## config.mk

```make
export PLATFORM = sky130hd
export DESIGN_NAME = poll_status_gen
export DESIGN_NICKNAME = d
export VERILOG_FILES = /design/src/rtl/poll_status_pkg.sv /design/src/rtl/poll_prot_timer.sv /design/src/rtl/poll_op_ctrl.sv /design/src/rtl/poll_read_fmt.sv /design/src/rtl/poll_status_gen.sv
export SDC_FILE = /design/constraint.sdc
export NUM_CORES = 1
export LEC_CHECK = 0
export ABC_AREA = 1
export BUFFER_PORTS_ARGS = -buffer_cell sky130_fd_sc_hd__clkbuf_2
export CAP_MARGIN = 20
export CORE_ASPECT_RATIO = 0.7
export CORE_MARGIN = 2
export CORE_UTILIZATION = 49
export CTS_CLUSTER_SIZE = 12
export DETAILED_ROUTE_END_ITERATION = 8
export PLACE_DENSITY = 0.87
export SLEW_MARGIN = 20
export SYNTH_ARGS = -nofsm -noshare
export SYNTH_HDL_FRONTEND = slang
export SYNTH_SLANG_ARGS = --single-unit
export TNS_END_PERCENT = 50
```

## constraint.sdc

```tcl
create_clock -name clk -period 1.87 [get_ports clk]
set_input_delay 0.561 -clock clk [delete_from_list [all_inputs] [get_ports clk]]
set_output_delay 0.561 -clock clk [all_outputs]
set_load 0.005 [all_outputs]
```

## src/rtl/poll_status_pkg.sv

```systemverilog
package poll_status_pkg;
   typedef enum logic [1:0] {
      ST_IDLE = 2'd0,
      ST_PGM  = 2'd1,
      ST_ERS  = 2'd2,
      ST_TMO  = 2'd3
   } pstat_state_e;
endpackage

```

## src/rtl/poll_prot_timer.sv

```systemverilog
module poll_prot_timer #(
   parameter int PGM_TMO = 64,
   parameter int ERS_TMO = 256
) (
   input  logic clk,
   input  logic rst_n,
   input  logic load,
   input  logic load_ers,
   output logic expired
);
   localparam int MAXT = (PGM_TMO > ERS_TMO) ? PGM_TMO : ERS_TMO;
   localparam int CW   = $clog2(MAXT + 1);

   logic [CW-1:0] cnt;
   logic [CW-1:0] load_val;

   generate
      if (PGM_TMO == ERS_TMO) begin : g_shared
         assign load_val = CW'(PGM_TMO - 1);
      end else begin : g_split
         assign load_val = load_ers ? CW'(ERS_TMO - 1) : CW'(PGM_TMO - 1);
      end
   endgenerate

   always_ff @(posedge clk) begin
      if (!rst_n)
         cnt <= '0;
      else if (load)
         cnt <= load_val;
      else if (cnt != '0)
         cnt <= cnt - 1'b1;
   end

   assign expired = (cnt == '0);
endmodule

```

## src/rtl/poll_op_ctrl.sv

```systemverilog
module poll_op_ctrl
   import poll_status_pkg::*;
(
   input  logic         clk,
   input  logic         rst_n,
   input  logic         op_start,
   input  logic         op_erase,
   input  logic         op_prot,
   input  logic         eng_busy,
   input  logic         eng_susp,
   input  logic         tmo_done,
   output pstat_state_e st,
   output logic         take,
   output logic         tmo_load,
   output logic         tmo_is_ers
);
   pstat_state_e nxt;
   logic armed;
   logic held;

   assign take = op_start &&
                 ((st == ST_IDLE) || (st == ST_ERS && eng_susp && !op_erase));
   assign tmo_load = take && op_prot;

   always_comb begin
      nxt = st;
      unique case (st)
         ST_IDLE: if (take) nxt = op_prot ? ST_TMO : (op_erase ? ST_ERS : ST_PGM);
         ST_PGM:  if (armed && !eng_busy) nxt = held ? ST_ERS : ST_IDLE;
         ST_ERS: begin
            if (take)
               nxt = op_prot ? ST_TMO : ST_PGM;
            else if (armed && !eng_busy && !eng_susp)
               nxt = ST_IDLE;
         end
         ST_TMO:  if (tmo_done) nxt = held ? ST_ERS : ST_IDLE;
         default: nxt = ST_IDLE;
      endcase
   end

   always_ff @(posedge clk) begin
      if (!rst_n) begin
         st         <= ST_IDLE;
         armed      <= 1'b0;
         held       <= 1'b0;
         tmo_is_ers <= 1'b0;
      end else begin
         st <= nxt;
         if (take)
            armed <= 1'b0;
         else if ((nxt == ST_ERS && st != ST_ERS) || eng_busy)
            armed <= 1'b1;
         if (take)
            held <= (st == ST_ERS);
         else if (nxt == ST_ERS && st != ST_ERS)
            held <= 1'b0;
         if (take)
            tmo_is_ers <= op_erase;
      end
   end
endmodule

```

## src/rtl/poll_read_fmt.sv

```systemverilog
module poll_read_fmt
   import poll_status_pkg::*;
#(
   parameter int DW = 16,
   parameter int AW = 20
) (
   input  logic          clk,
   input  logic          rst_n,
   input  pstat_state_e  st,
   input  logic          eng_susp,
   input  logic          tmo_is_ers,
   input  logic          ctx_d7,
   input  logic          ctx_buf,
   input  logic [AW-1:0] ctx_addr,
   input  logic          rd_en,
   input  logic [AW-1:0] rd_addr,
   input  logic [DW-1:0] arr_data,
   output logic          rd_valid,
   output logic [DW-1:0] rd_data,
   output logic          rd_status,
   output logic          rd_stat_ok
);
   localparam int POLL_BIT = 7;
   localparam int TGL_BIT  = 6;

   logic          active;
   logic          frozen;
   logic          ers_view;
   logic          poll;
   logic          ok;
   logic          tgl;
   logic [DW-1:0] sword;

   assign active   = (st != ST_IDLE);
   assign frozen   = (st == ST_ERS) && eng_susp;
   assign ers_view = (st == ST_ERS) || (st == ST_TMO && tmo_is_ers);

   always_comb begin
      if (st == ST_ERS)
         poll = eng_susp;
      else if (ers_view)
         poll = 1'b0;
      else
         poll = ~ctx_d7;
      ok = ers_view || !ctx_buf || (rd_addr == ctx_addr);
      sword           = '0;
      sword[POLL_BIT] = poll;
      sword[TGL_BIT]  = tgl;
   end

   always_ff @(posedge clk) begin
      if (!rst_n) begin
         tgl        <= 1'b0;
         rd_valid   <= 1'b0;
         rd_status  <= 1'b0;
         rd_stat_ok <= 1'b0;
         rd_data    <= '0;
      end else begin
         rd_valid <= rd_en;
         if (rd_en) begin
            rd_status  <= active;
            rd_stat_ok <= active && ok;
            rd_data    <= active ? sword : arr_data;
            if (active && !frozen)
               tgl <= ~tgl;
         end else begin
            rd_status  <= 1'b0;
            rd_stat_ok <= 1'b0;
         end
      end
   end
endmodule

```

## src/rtl/poll_status_gen.sv

```systemverilog
module poll_status_gen
   import poll_status_pkg::*;
#(
   parameter int DW      = 16,
   parameter int AW      = 20,
   parameter int PGM_TMO = 64,
   parameter int ERS_TMO = 256
) (
   input  logic          clk,
   input  logic          rst_n,
   input  logic          op_start,
   input  logic          op_erase,
   input  logic          op_buf,
   input  logic [DW-1:0] op_data,
   input  logic [AW-1:0] op_addr,
   input  logic          op_prot,
   input  logic          eng_busy,
   input  logic          eng_susp,
   input  logic          rd_en,
   input  logic [AW-1:0] rd_addr,
   input  logic [DW-1:0] arr_data,
   output logic          rd_valid,
   output logic [DW-1:0] rd_data,
   output logic          rd_status,
   output logic          rd_stat_ok
);
   generate
      if (DW < 8) begin : g_dw_chk
         $error("poll_status_gen: DW must be at least 8");
      end
      if (AW < 1) begin : g_aw_chk
         $error("poll_status_gen: AW must be at least 1");
      end
      if (PGM_TMO < 1 || ERS_TMO < 1) begin : g_tmo_chk
         $error("poll_status_gen: timeouts must be at least one cycle");
      end
   endgenerate

   pstat_state_e  st;
   logic          take;
   logic          tmo_load;
   logic          tmo_is_ers;
   logic          tmo_done;
   logic          ctx_d7;
   logic          ctx_buf;
   logic [AW-1:0] ctx_addr;

   poll_op_ctrl u_ctrl (
      .clk        (clk),
      .rst_n      (rst_n),
      .op_start   (op_start),
      .op_erase   (op_erase),
      .op_prot    (op_prot),
      .eng_busy   (eng_busy),
      .eng_susp   (eng_susp),
      .tmo_done   (tmo_done),
      .st         (st),
      .take       (take),
      .tmo_load   (tmo_load),
      .tmo_is_ers (tmo_is_ers)
   );

   poll_prot_timer #(.PGM_TMO(PGM_TMO), .ERS_TMO(ERS_TMO)) u_tmr (
      .clk      (clk),
      .rst_n    (rst_n),
      .load     (tmo_load),
      .load_ers (op_erase),
      .expired  (tmo_done)
   );

   always_ff @(posedge clk) begin
      if (!rst_n) begin
         ctx_d7   <= 1'b0;
         ctx_buf  <= 1'b0;
         ctx_addr <= '0;
      end else if (take) begin
         ctx_d7   <= op_data[7];
         ctx_buf  <= op_buf && !op_erase;
         ctx_addr <= op_addr;
      end
   end

   poll_read_fmt #(.DW(DW), .AW(AW)) u_fmt (
      .clk        (clk),
      .rst_n      (rst_n),
      .st         (st),
      .eng_susp   (eng_susp),
      .tmo_is_ers (tmo_is_ers),
      .ctx_d7     (ctx_d7),
      .ctx_buf    (ctx_buf),
      .ctx_addr   (ctx_addr),
      .rd_en      (rd_en),
      .rd_addr    (rd_addr),
      .arr_data   (arr_data),
      .rd_valid   (rd_valid),
      .rd_data    (rd_data),
      .rd_status  (rd_status),
      .rd_stat_ok (rd_stat_ok)
   );
endmodule

```

# After elaboration in Yosys (flattened, before gate mapping)
# Index checks and enable logic that the tools add are counted.
# word_totals
regBits	56
# classes
n_addsub	1
reduce_logical	30
eq_ne	6
bitwise	3
muxes	18
# op_table
operator	count
$eq 20x20->1	1
$mux 2	9
$mux 9	2
$mux 16	1
$logic_and 1x1->1	11
$logic_not 9->1	1
$reduce_bool 9->1	1
$sub 9x1->9 const B	1
$mux 8	1
$pmux 2 s4	1
$eq 2x2->1 const B	3
$reduce_bool 2->1	3
$logic_not 1->1	5
$logic_or 1x1->1	5
$mux 1	4
$reduce_and 2->1	2
$not 1->1	3
$eq 2x1->1 const B	1
$logic_not 2->1	1
$ne 2x2->1 const B	1
$reduce_or 2->1	1

# Logic depth before layout (Yosys ltp)
# logic_depth
word_depth	11
ltp_mapped	11

# Modules after synthesis
# From an unflattened synthesis, not the netlist that was laid out.
# hier_totals
hier_cells	407
hier_area_um2	2702.6
# modules_own_cells
module	n_inst	cells_per_inst	area_per_inst_um2	seq_area_each_um2
poll_read_fmt	1	175	1102.3	400.4
poll_status_gen	1	96	759.5	440.4
poll_prot_timer	1	81	505.5	180.2
poll_op_ctrl	1	55	335.3	100.1

# Worst setup path before layout
# OpenSTA, ideal clock, no wires.
# synth_path
path_type	in2reg
start	input port eng_susp
end	register ctx_addr[10]
stages	7
t_required_ns	1.754
t_arrival_ns	1.357
setup_ns	0.116
slack_ns	0.398
path_cell_list	inv_1 -> a21oi_4 -> nand2_2 -> buf_6 -> buf_6 -> o21ai_0 -> nor2_1
# synth_between
elab_chain_len	4
# synth_rtl
element	line_no	rtl
start, declared	poll_status_gen.sv:18	input logic eng_susp,
$logic_and 1x1->1 (2 in a row)	poll_op_ctrl.sv:22	((st == ST_IDLE) || (st == ST_ERS && eng_susp && !op_erase));
$logic_or 1x1->1	poll_op_ctrl.sv:22	
$logic_and 1x1->1	poll_op_ctrl.sv:21	assign take = op_start &&
end signal, assigned	poll_status_gen.sv:79	ctx_addr <= op_addr;
end, declared	poll_status_gen.sv:46	logic [AW-1:0] ctx_addr;
# No other way between the ends.
# A chain may end at the register's enable or synchronous reset.

# Worst setup path in the final report
# layout_path
start	register u_tmr.cnt[0]
end	register u_ctrl.held
# layout_between
elab_chain_len	6
# layout_rtl
element	line_no	rtl
start, declared	poll_prot_timer.sv:14	logic [CW-1:0] cnt;
start signal, assigned	poll_prot_timer.sv:29	cnt <= load_val;
start signal, assigned	poll_prot_timer.sv:31	cnt <= cnt - 1'b1;
$logic_not 9->1	poll_prot_timer.sv:34	assign expired = (cnt == '0);
$mux 2	poll_op_ctrl.sv:36	ST_TMO: if (tmo_done) nxt = held ? ST_ERS : ST_IDLE;
$pmux 2 s4	poll_op_ctrl.sv:27	unique case (st)
$eq 2x2->1	poll_op_ctrl.sv:55	else if (nxt == ST_ERS && st != ST_ERS)
$logic_and 1x1->1	poll_op_ctrl.sv:55	
$reduce_bool 2->1 (no source line)	n/a	
end signal, assigned	poll_op_ctrl.sv:54	held <= (st == ST_ERS);
end, declared	poll_op_ctrl.sv:19	logic held;
# No other way between the ends.

==> impl_metrics.env <==
export IMPL_yosys_warnings=0
export IMPL_dp_hpwl_mm=4.62
export IMPL_dieArea_mm2=0.00597
export IMPL_reg2regPathDepth=11
export IMPL_start_util=0.505
export IMPL_layout_commonest_cell="clkbuf_2"
export IMPL_cap_violations=0
export IMPL_crit_fanout=5
export IMPL_numCtsBuffers=5
export IMPL_cp_cell_sequence="inv_1 -> ha_1 -> nand2_1 -> nor2_1 -> nand2_1 -> a21oi_2 -> nand2_1 -> nor2_1 -> nand2_1 -> nand2_1 -> a21oi_2"
export IMPL_syn_nets=434
export IMPL_ys_types=37
export IMPL_min_to="ctx_addr[0]$_SDFFE_PN0N_"
export IMPL_finalCritPeriodShare=0.893
export IMPL_outcome="finished, final reports clean"
export IMPL_grt_pass1_vias=2313
export IMPL_power_leakage_nw=1.55
export IMPL_slowest_stage="dfxtp_1"
export IMPL_setup_viol=0
export IMPL_synth_flop_cell="dfxtp_1"
export IMPL_hold_violations=0
export IMPL_ys_async_sr_fraction=0
export IMPL_slew_headroom=0.732
export IMPL_synthCells=351
export IMPL_ys_seq_area_frac=0.427
export IMPL_r2r_slack_ps=200
export IMPL_reg2reg_from="u_tmr.cnt[0]$_SDFFE_PN0P_"
export IMPL_post_cts_buffers=0
export IMPL_port_buffers=84
export IMPL_fmax_ghz=0.599
export IMPL_regToRegEndpoint="u_ctrl.held$_SDFFE_PN0P_"
export IMPL_htreeDepth=2
export IMPL_grt_use_total=0.203
export IMPL_diodes=0
export IMPL_insertion_delay_ps=300
export IMPL_multi_input_area_mm2=0.00128
export IMPL_mostFrequentLayoutCells="clkbuf_2 (84), dfxtp_1 (56), nand2_1 (53), nor2_1 (49), o21ai_0 (38)"
export IMPL_clkSinkCount=56
export IMPL_power_density_mw_per_mm2=1100
export IMPL_boundaryPins=100
export IMPL_die_h_um=65.3
export IMPL_fill_cells=473
export IMPL_grt_max_degree=24
export IMPL_wire_per_inst_um=11.8
export IMPL_peakVddDrop_v=0.000545
export IMPL_die_w_um=91.5
export IMPL_grt_overflow=0
export IMPL_min_delay_path_depth=2
export IMPL_syn_to_final_growth_pct=22.5
export IMPL_setup_tns_ps=0
export IMPL_tritoncts="done"
export IMPL_cts_buffer_depth=2
export IMPL_crit_start="u_tmr.cnt[0]$_SDFFE_PN0P_"
export IMPL_clkTransAtPathRegs_ps=90
export IMPL_syn_area_mm2=0.00263
export IMPL_cpMostUsedCell="nand2_1"
export IMPL_via_per_inst=4.88
export IMPL_synth_edff_count=0
export IMPL_syn_avg_cell_area_um2=7.49
export IMPL_core_area_mm2=0.00520
export IMPL_wirelength_mm=5.96
export IMPL_cp_end_kind="register"
export IMPL_critPathLaunchType="register"
export IMPL_final_cells=507
export IMPL_nets=517
export IMPL_cts_root_buffer="clkbuf_8"
export IMPL_route_detailed_drc=0
export IMPL_dr_pass1_iters=4
export IMPL_ant_nets=0
export IMPL_period_needed_ps=1670
export IMPL_synth_seq_cells=56
export IMPL_seq_area_mm2=0.00112
export IMPL_dp_cells=499
export IMPL_via_count=2475
export IMPL_worst_hold_path_type="reg -> reg"
export IMPL_grt_pass1_wl_mm=9.85
export IMPL_arrival_ps=1850
export IMPL_critPathKind="reg -> reg"
export IMPL_antenna_found_initial=0
export IMPL_tightest_slew_ps=399
export IMPL_min_delay_start="ctx_addr[0]$_SDFFE_PN0N_"
export IMPL_fp_row_count=22
export IMPL_post_route_util=0.619
export IMPL_slew_violations=0
export IMPL_max_stage_delay_ps=320
export IMPL_place_congestion=0.859
export IMPL_drtIter0Drc=104
export IMPL_cp_data_required_time_ps=2050
export IMPL_finClkSkew_ps=10.3
export IMPL_cts_hold_buf=0
export IMPL_drive_gt1_frac=0.271
export IMPL_rsz0062_at_grt="false"
metal layers:
layer | GRT usage | share of wire
met4 | 0.0720 | 0.015
met1 | 0.258 | 0.48
met5 | 0 | 0
met2 | 0.351 | 0.45
met3 | 0.0367 | 0.058
cell type report:
type / instances / area share
sequential: 56 / 0.348
timing repair buffer: 91 / 0.151
clock inverter: 1 / 0.00233
tap: 72 / 0.0280
multi-input combinational: 241 / 0.398
clock buffer: 7 / 0.0268
inverter: 39 / 0.0459
stage by stage:
step / hold WS, ps / total power [mW] / cell area, µm² / setup WS [ps]
global route: 468 / 3.83 / 3220 / 37.3
finish: 470 / 3.55 / 3220 / 200
CTS: 469 / 3.56 / 3210 / 209
floorplan: 432 / 2.54 / 2630 / 398
global placement: 445 / 2.84 / 3120 / 167
detailed placement: 464 / 2.89 / 3120 / 151
where the power goes:
group / leakage [nW] / internal (mW) / total, mW / switching, mW
clock: 0.0445 / 0.302 / 0.668 / 0.367
sequential: 0.464 / 1.42 / 1.56 / 0.145
combinational: 1.04 / 0.527 / 1.32 / 0.791
total: 1.55 / 2.24 / 3.55 / 1.30
repair_timing:
| action | CTS | global route |
|---|---|---|
| resized for setup | 0 | 1 |
| setup endpoints to repair | 0 | 1 |
| endpoints found under the hold margin | 0 | 0 |
registers in the layout (all words and copies together) (netlist names):
signal             flops
u_tmr.cnt              9
u_fmt.rd_status        1
u_fmt.rd_data         16
u_fmt.rd_stat_ok       1
u_ctrl.held            1
u_ctrl.armed           1
u_ctrl.tmo_is_ers      1
u_fmt.rd_valid         1
u_fmt.tgl              1
ctx_buf                1
ctx_d7                 1
u_ctrl.st              2
ctx_addr              20
cell families (layout without fill, tap and decap cells):
kind of cell	Yosys count	after routing	synth area share
buffers and inverters	54	138	0.0876
XOR/XNOR	18	18	0.0600
adder cells (fa/ha/maj)	2	2	0.00952
AO/OA/AOI/OAI	86	86	0.182
flip-flops	56	56	0.427
AND/OR/NAND/NOR	135	135	0.234
cell usage after synthesis, types with 2 or more instances:
cell type | number | area share
nor4_1 | 2 | 0.0048
nand2_2 | 4 | 0.0095
clkbuf_1 | 9 | 0.013
a21oi_1 | 31 | 0.059
nand2_4 | 2 | 0.0086
nor3_1 | 2 | 0.0038
inv_1 | 36 | 0.051
nor2_1 | 49 | 0.070
buf_6 | 3 | 0.013
o211ai_1 | 3 | 0.0086
xor2_1 | 8 | 0.027
nor2_2 | 2 | 0.0048
a31oi_1 | 2 | 0.0048
dfxtp_1 | 56 | 0.43
a311oi_1 | 2 | 0.0067
ha_1 | 2 | 0.0095
o22ai_1 | 2 | 0.0048
nand4_1 | 3 | 0.0071
nand3_1 | 11 | 0.021
o21ai_0 | 38 | 0.072
inv_2 | 2 | 0.0029
nand2_1 | 53 | 0.076
a211oi_1 | 3 | 0.0086
xnor2_1 | 10 | 0.033
or2_2 | 2 | 0.0048
buf_2 | 3 | 0.0057
how the worst max path moves through the flow:
stage	cells past startpoint	slack, ps	end
3_3_place_gp	11	170	u_ctrl.held$_SDFFE_PN0P_
5_1_grt	11	40	u_ctrl.held$_SDFFE_PN0P_
2_1_floorplan	7	400	ctx_addr[10]$_SDFFE_PN0N_
4_1_cts	11	210	u_ctrl.held$_SDFFE_PN0P_
3_5_place_dp	11	150	u_ctrl.held$_SDFFE_PN0P_
6_report	11	200	u_ctrl.held$_SDFFE_PN0P_
critical path, delay by kind of cell (launching register included):
family          cells  cell delay [ps]
simple gates        7              680
flops               1              320
compound gates      2              230
fa+ha+maj           1              200
buf+inv             1              110
No activity file was read; power rests on OpenSTA's default activity.
